## src/rtl/ssp_pkg.sv

```systemverilog
package ssp_pkg;
   localparam int BYTE_W = 8;
   localparam int BIT_CW = $clog2(BYTE_W);

   typedef enum logic {
      PH_INSN = 1'b0,
      PH_DATA = 1'b1
   } ssp_phase_e;
endpackage

```

## src/rtl/ssp_sync.sv

```systemverilog
module ssp_sync #(
   parameter int             W      = 2,
   parameter int             STAGES = 2,
   parameter logic [W-1:0]   RST_V  = '1
) (
   input  logic         clk,
   input  logic         rst_n,
   input  logic [W-1:0] d,
   output logic [W-1:0] q
);
   logic [W-1:0] chain [STAGES];

   generate
      if (STAGES < 2) begin : g_bad
         $fatal(1, "ssp_sync needs at least two stages");
      end
      for (genvar s = 0; s < STAGES; s++) begin : g_stage
         always_ff @(posedge clk or negedge rst_n) begin
            if (!rst_n)      chain[s] <= RST_V;
            else if (s == 0) chain[s] <= d;
            else             chain[s] <= chain[s-1];
         end
      end
   endgenerate

   assign q = chain[STAGES-1];
endmodule

```

## src/rtl/ssp_engine.sv

```systemverilog
module ssp_engine
   import ssp_pkg::*;
#(
   parameter int LEN_W  = 2,
   parameter int ADDR_W = 5
) (
   input  logic              clk,
   input  logic              rst_n,
   input  logic              sclk_s,
   input  logic              cs_act,
   input  logic              sdi,
   input  logic [BYTE_W-1:0] rd_byte,
   output logic              drive,
   output logic              tx_bit,
   output logic [ADDR_W-1:0] addr,
   output logic              wr_stb,
   output logic [BYTE_W-1:0] wr_byte
);
   localparam int LEN_HI = BYTE_W - 2;

   ssp_phase_e         phase_q;
   logic               sclk_d;
   logic [BIT_CW-1:0]  bit_cnt;
   logic [BYTE_W-1:0]  rx_q;
   logic [BYTE_W-1:0]  tx_q;
   logic [LEN_W-1:0]   left_q;
   logic               rd_q;
   logic               adv_q;
   logic               load_q;
   logic               rise;
   logic               fall;
   logic               last_bit;
   logic [BYTE_W-1:0]  full_byte;

   assign rise      = cs_act &  sclk_s & ~sclk_d;
   assign fall      = cs_act & ~sclk_s &  sclk_d;
   assign last_bit  = (bit_cnt == BIT_CW'(BYTE_W - 1));
   assign full_byte = {rx_q[BYTE_W-2:0], sdi};

   always_ff @(posedge clk or negedge rst_n) begin
      if (!rst_n) begin
         phase_q <= PH_INSN;
         sclk_d  <= 1'b1;
         bit_cnt <= '0;
         rx_q    <= '0;
         tx_q    <= '0;
         left_q  <= '0;
         rd_q    <= 1'b0;
         adv_q   <= 1'b0;
         load_q  <= 1'b0;
         addr    <= '0;
         wr_stb  <= 1'b0;
         wr_byte <= '0;
      end else begin
         sclk_d <= sclk_s;
         adv_q  <= 1'b0;
         wr_stb <= 1'b0;
         load_q <= 1'b0;

         if (load_q) tx_q <= rd_byte;

         if (adv_q) begin
            addr <= addr + ADDR_W'(1);
            if (left_q == '0) begin
               phase_q <= PH_INSN;
               rd_q    <= 1'b0;
            end else begin
               left_q <= left_q - LEN_W'(1);
               load_q <= rd_q;
            end
         end

         if (rise) begin
            rx_q    <= full_byte;
            bit_cnt <= bit_cnt + BIT_CW'(1);
            if (last_bit) begin
               if (phase_q == PH_INSN) begin
                  phase_q <= PH_DATA;
                  rd_q    <= full_byte[BYTE_W-1];
                  left_q  <= full_byte[LEN_HI -: LEN_W];
                  addr    <= full_byte[ADDR_W-1:0];
                  load_q  <= full_byte[BYTE_W-1];
               end else begin
                  adv_q <= 1'b1;
                  if (!rd_q) begin
                     wr_stb  <= 1'b1;
                     wr_byte <= full_byte;
                  end
               end
            end
         end

         if (fall && bit_cnt != '0 && phase_q == PH_DATA && rd_q)
            tx_q <= {tx_q[BYTE_W-2:0], 1'b0};
      end
   end

   assign drive  = (phase_q == PH_DATA) & rd_q;
   assign tx_bit = tx_q[BYTE_W-1];
endmodule

```

## src/rtl/serial_pause_slave.sv

```systemverilog
module serial_pause_slave
   import ssp_pkg::*;
#(
   parameter int LEN_W       = 2,
   parameter int SYNC_STAGES = 2,
   parameter int ADDR_W      = BYTE_W - 1 - LEN_W
) (
   input  logic              clk,
   input  logic              rst_n,
   input  logic              sclk,
   input  logic              cs_n,
   input  logic              bidir_mode,
   input  logic              sdio_i,
   output logic              sdio_o,
   output logic              sdio_oe,
   output logic              sdo_o,
   output logic              sdo_oe,
   output logic [ADDR_W-1:0] reg_addr,
   output logic [BYTE_W-1:0] reg_wdata,
   output logic              reg_we,
   input  logic [BYTE_W-1:0] reg_rdata
);
   generate
      if (LEN_W < 1 || LEN_W > 4) begin : g_len_chk
         $fatal(1, "LEN_W must lie in 1..4");
      end
      if (ADDR_W != BYTE_W - 1 - LEN_W) begin : g_addr_chk
         $fatal(1, "ADDR_W must fill the instruction byte");
      end
   endgenerate

   logic [1:0] raw_in;
   logic [1:0] syn_out;
   logic       sclk_s;
   logic       cs_act;
   logic       drive;
   logic       tx_bit;
   logic       live;

   assign raw_in = {cs_n, sclk};

   ssp_sync #(.W(2), .STAGES(SYNC_STAGES), .RST_V(2'b11)) u_sync (
      .clk   (clk),
      .rst_n (rst_n),
      .d     (raw_in),
      .q     (syn_out)
   );

   assign sclk_s = syn_out[0];
   assign cs_act = ~syn_out[1];

   ssp_engine #(.LEN_W(LEN_W), .ADDR_W(ADDR_W)) u_eng (
      .clk     (clk),
      .rst_n   (rst_n),
      .sclk_s  (sclk_s),
      .cs_act  (cs_act),
      .sdi     (sdio_i),
      .rd_byte (reg_rdata),
      .drive   (drive),
      .tx_bit  (tx_bit),
      .addr    (reg_addr),
      .wr_stb  (reg_we),
      .wr_byte (reg_wdata)
   );

   assign live    = ~cs_n & drive;
   assign sdo_oe  = live & ~bidir_mode;
   assign sdio_oe = live &  bidir_mode;
   assign sdo_o   = sdo_oe  & tx_bit;
   assign sdio_o  = sdio_oe & tx_bit;
endmodule

```

## config.mk

```make
export PLATFORM = sky130hd
export DESIGN_NAME = serial_pause_slave
export DESIGN_NICKNAME = d
export VERILOG_FILES = /design/src/rtl/ssp_pkg.sv /design/src/rtl/ssp_sync.sv /design/src/rtl/ssp_engine.sv /design/src/rtl/serial_pause_slave.sv
export SDC_FILE = /design/constraint.sdc
export NUM_CORES = 1
export LEC_CHECK = 0
export ABC_CLOCK_PERIOD_IN_PS = 2000
export BUFFER_PORTS_ARGS = -buffer_cell sky130_fd_sc_hd__buf_2
export CAP_MARGIN = 20
export CORE_MARGIN = 4
export CORE_UTILIZATION = 30
export DETAILED_ROUTE_END_ITERATION = 16
export GPL_TIMING_DRIVEN = 0
export MAX_ROUTING_LAYER = met4
export SKIP_CTS_REPAIR_TIMING = 1
export SLEW_MARGIN = 20
export SYNTH_ARGS = -nofsm -noshare
export SYNTH_HDL_FRONTEND = slang
export SYNTH_SLANG_ARGS = --single-unit
```

## constraint.sdc

```tcl
create_clock -name clk -period 2 [get_ports clk]
set_input_delay 0.1 -clock clk [delete_from_list [all_inputs] [get_ports clk]]
set_output_delay 0.1 -clock clk [all_outputs]
set_load 0.005 [all_outputs]
```

* After elaboration in Yosys (flattened, before gate mapping) *
Index checks and enable logic that the tools add are counted.

word-level totals
  register bits = 43
  memories = 0
  word-level logic and storage cells = 73
  ROM bits = 0
  bits in latches = 0
  output and inout port bits = 18
  memory bits (writable) = 0
  input port bits = 14

cells by class
  order comparisons = 0
  shift-type cells = 0
  multiply operators = 0
  reductions and logical operators = 7
  bitwise operators = 16
  divide/modulo/power cells = 0
  equal/unequal tests = 1
  $add $sub $neg = 3
  multiplexer cells = 32

operators with widths
  kind                   number
  $mux W1                21
  $mux W5                4
  $mux W8                2
  $and A1 B1 Y1          10
  $mux W2                5
  $not A1 Y1             6
  $add A5 B1 Y5 const B  1
  $reduce_and A4 Y1      1
  $add A3 B1 Y3 const B  1
  $eq A3 B3 Y1 const B   1
  $logic_and A1 B1 Y1    3
  $reduce_bool A3 Y1     1
  $logic_not A2 Y1       1
  $reduce_bool A2 Y1     1
  $sub A2 B1 Y2 const B  1

* Depth between registers and ports, before layout *
  depth after elaboration = 7
  gate-level depth with buffers = 5

* By module *
From an unflattened synthesis, not the netlist that was laid out.

second synthesis, totals
  cells, all modules = 132
  area total of the unflattened synthesis = 1894.3 um2

by module, submodules not included
  module              cells each  instances  area each (um2)
  ssp_engine          121         1          1729.2
  ssp_sync            6           1          120.1
  serial_pause_slave  5           1          45.0

* Worst setup path before layout *
OpenSTA, ideal clock, no wires.

  kind = register to register
  from = reg u_sync.chain (netlist bit u_sync.q[0])
  to = reg u_eng.wr_byte[0]
  arrival = 1544 ps
  buffers on the path = 1
  data required time = 1875 ps
  slack = 331 ps
  clock period less this slack = 1669 ps
  cell stages (with the launch flop) = 5
  cells stage by stage = dfstp_2 > nor3b_4 > and4b_2 > buf_4 > mux2_2

between the ends
  word-level cells in the longest chain between the ends = 3

RTL lines
  item                              RTL line          RTL
  start: declaration                ssp_sync.sv:11    logic [W-1:0] chain [STAGES];
  start signal: indexed assignment  ssp_sync.sv:21    else chain[s] <= chain[s-1];
  $and A1 B1 Y1 (2 in series)       ssp_engine.sv:35  assign rise = cs_act & sclk_s & ~sclk_d;
  $reduce_and A4 Y1 (no line)       --
  end signal: assignment            ssp_engine.sv:87  wr_byte <= full_byte;
  end: declaration                  ssp_engine.sv:17  output logic [BYTE_W-1:0] wr_byte

No other way between the ends.
A chain may end at the register's enable or synchronous reset.

* Worst setup path after layout *
Ends and elaborated chain as after synthesis.

==> impl_metrics.csv <==
group,metric,value,unit
worst_setup_path,r2r_start,"u_sync.q[0]$_DFF_PN1_",
route,drc_errors,0,
route,wl_per_cell,12.8,um
worst_setup_path,r2r_slack,0.11,ns
synthesis,ys_seq_area_share,58.4,%
place,place_area,2100,um2
route,vias_per_cell,4.50,
finish,num_antenna_cells,0,
synthesis,synth_nets,149,
floorplanning,fp.dieW,86.6,um
timing,worstMarginPinSlew,0.624,ns
timing,period_needed,1.89,ns
floorplanning,rows,28,
clock_network,clk_path_buf_depth,2,
clock_network,cts_tree,"built",
synthesis,syn_avg_cell_area,14.1,um2
finish,multi_input_area,727,um2
worst_setup_path,crit_path_start_kind,"flip-flop",
clock_network,clk_latency,0.29,ns
synthesis,syn_area,1850,um2
place,globalplace.congestion,0.724,
grt,grt_overflow,0,
synthesis,synth_cells,131,
timing,setup_viol,0,
timing,rsz0062_at_grt,"false",
job,maxCapViolCount,0,
grt,grt_max_degree,44,
place,port_buffers,31,
worst_setup_path,path_max_fanout,9,
synthesis,ys_async_sr_fraction,100,%
synthesis,synth_seq_cells,43,
timing,finalHoldViolCount,0,
synthesis,yosysUniqueCellTypes,26,
route,postRouteAntennaNets,0,
floorplanning,io_pins,32,
floorplanning,coreArea,5960,um2
worst_setup_path,endpoint_kind,"flip-flop",
clock_network,clockRootBuffer,"clkbuf_8",
timing,finalSetupTns,0,ns
synthesis,ys.flop_type,"dfrtp_1",
timing,layout_setup_ws,0.105,ns
timing,slew_headroom,58.4,%
timing,finClkSkew,0.00632,ns
clock_network,numCtsBuffers,5,
finish,fillers,613,
timing,fmax,528,MHz
pwr,total_leakage_power,1.13,nW
place,place_ws,0.0914,ns
finish,drive_gt1_share,49.1,%
finish,final_area,2250,um2
worst_setup_path,critical_path_class,"reg -> reg",
finish,regArea,1080,um2
floorplanning,start_util,31.1,%
min_path,min_to,"u_eng.tx_q[0]$_DFFE_PN0P_",
pwr,power_density,971,nW/um2
clock_network,cts.sinks,43,
pwr,totalPowerFinal,0.00218,W
synthesis,synth-edff-count,0,
route,vias,1117,
place,dp_hpwl,2220,um
timing,post-route-period-util,94.7,%
min_path,hp-start,"reg_rdata[0]",
pwr,ir_drop,0.432,mV
outcome,status,"completed",
grt,antenna_found_initial,0,
worst_setup_path,critPathArrivalTime,2.07,ns
min_path,hp-class,"in -> reg",
finish,nets,190,
clock_network,clk_pin_slew,0.08,ns
route,wl,3180,um
floorplanning,die_h,86.6,um
worst_setup_path,r2r-end,"u_eng.wr_byte[0]$_DFFE_PN0P_",
worst_setup_path,required,2.18,ns
grt,grt_pass1_vias,1117,
timing,finalMaxSlewViolations,0,
worst_setup_path,reg2reg_depth,4,
floorplanning,die_area,7490,um2
grt,grt_usage,9.56,%
route,drt_iter0_drc,10,
grt,grt_pass1_wl,5440,um
synthesis,ys.warnings.count,0,
route,drt-pass1-iter-count,4,
min_path,whs_path_depth,3,
clock_network,cts_max_level,2,
finish,area_growth,21.6,%
## per-stage QoR
step | hold WS [ns] | std cells | util [%]
final | 0.0633 | 248 | 37.8
after CTS | -0.109 | 245 | 37.2
after floorplan | -0.196 | 131 | -
after global routing | 0.0594 | 248 | 37.8
after global placement | 0.205 | 237 | 35.3
after detailed placement | 0.207 | 237 | 35.3
## how the worst max path moves through the flow
stage / cells past startpoint / slack, ns / to / from
after CTS: 4 / 0.08 / u_eng.wr_byte[7]$_DFFE_PN0P_ / u_sync.q[0]$_DFF_PN1_
after floorplan: 4 / 0.33 / u_eng.wr_byte[0]$_DFFE_PN0P_ / u_sync.q[0]$_DFF_PN1_
after detailed placement: 4 / 0.09 / u_eng.wr_byte[7]$_DFFE_PN0P_ / u_sync.q[0]$_DFF_PN1_
after global routing: 4 / 0.03 / u_eng.wr_byte[1]$_DFFE_PN0P_ / u_sync.q[0]$_DFF_PN1_
after global placement: 4 / 0.12 / u_eng.wr_byte[5]$_DFFE_PN0P_ / u_sync.q[0]$_DFF_PN1_
final: 4 / 0.11 / u_eng.wr_byte[0]$_DFFE_PN0P_ / u_sync.q[0]$_DFF_PN1_
## Yosys cell counts, types with 2 or more instances
cell	number	area (um2)
nand2_1	8	30.0
mux2i_1	5	50.1
nand4_1	2	12.5
nand2b_1	2	12.5
o21ai_0	6	30.0
and2_1	2	12.5
xnor2_1	4	35.0
clkbuf_1	3	11.3
mux2_2	34	383
dfrtp_1	38	951
dfstp_2	5	131
ha_1	4	50.1
inv_1	5	18.8
## layout make-up
class	count	share of cell area, %
Buffer	5	1.06
Clock buffer	6	3.67
Clock inverter	2	1.56
Inverter	5	0.834
Multi-Input combinational cell	78	32.3
Sequential cell	43	48.1
Tap cell	75	4.17
Timing Repair Buffer	34	8.34
## report_power, final
| part | internal [W] | total [W] | switching (W) |
|---|---|---|---|
| sequential | 0.00102 | 0.00115 | 0.000124 |
| combinational | 0.000193 | 0.000345 | 0.000151 |
| clock | 0.000404 | 0.000695 | 0.000291 |
| total | 0.00162 | 0.00218 | 0.000566 |
## kinds of logic (layout without fill, tap and decap cells)
family / after synthesis / in the layout / share of synthesized area [%]
buffers and inverters: 10 / 52 / 2.30
AND/OR/NAND/NOR: 22 / 22 / 7.30
XOR/XNOR: 5 / 5 / 2.36
multiplexers: 39 / 39 / 23.4
AO/OA/AOI/OAI: 8 / 8 / 3.51
flip-flops: 43 / 43 / 58.4
adder cells (fa/ha/maj): 4 / 4 / 2.70
## worst max-delay path, stage by stage, from the launching register on
cell and delay (ns):
dfstp_2 0.54, nor3b_4 0.43, and4b_2 0.28, buf_4 0.18, mux2_2 0.34
## cells in the final DEF, fill, tap and decap left out
cell / synthesis / routed
nor3b_1: 1 / 1
xor2_1: 1 / 1
nand2_2: 1 / 1
clkbuf_8: 0 / 6
o211ai_1: 1 / 1
nor3b_4: 1 / 1
nand2b_1: 2 / 2
xnor2_1: 4 / 4
mux2i_1: 5 / 5
nand4_1: 2 / 2
nand3b_1: 1 / 1
and2_1: 2 / 2
buf_4: 1 / 2
nor2_1: 1 / 1
nor3_1: 1 / 1
o21ai_0: 6 / 6
and4b_2: 1 / 1
and3_2: 1 / 1
dfrtp_1: 38 / 38
buf_2: 1 / 31
inv_1: 5 / 5
bufinv_16: 0 / 1
clkinv_2: 0 / 1
ha_1: 4 / 4
clkbuf_1: 3 / 3
dfstp_2: 5 / 5
nand2_1: 8 / 8
a2111oi_4: 1 / 1
dlygate4sd3_1: 0 / 3
mux2_2: 34 / 34
## sequential cells by signal (all words and copies together) (netlist names)
signal and count:
u_eng.tx_q 8, u_eng.wr_byte 8, u_sync.q 2, u_eng.phase_q 1, u_eng.bit_cnt 3, u_sync.chain 2
u_eng.left_q 2, u_eng.rd_q 1, u_eng.load_q 1, u_eng.wr_stb 1, u_eng.addr 5, u_eng.adv_q 1
u_eng.sclk_d 1, u_eng.rx_q 7
## metal layers
metal	vias to the layer above	GRT usage (%)	part of all wire (%)
met5	-	-	0
met4	0	2.97	0.57
met3	3	3.42	6.5
met2	37	13.8	44
met1	542	12.6	49
li1	535	-	-
(Power assumes the default switching activity.)
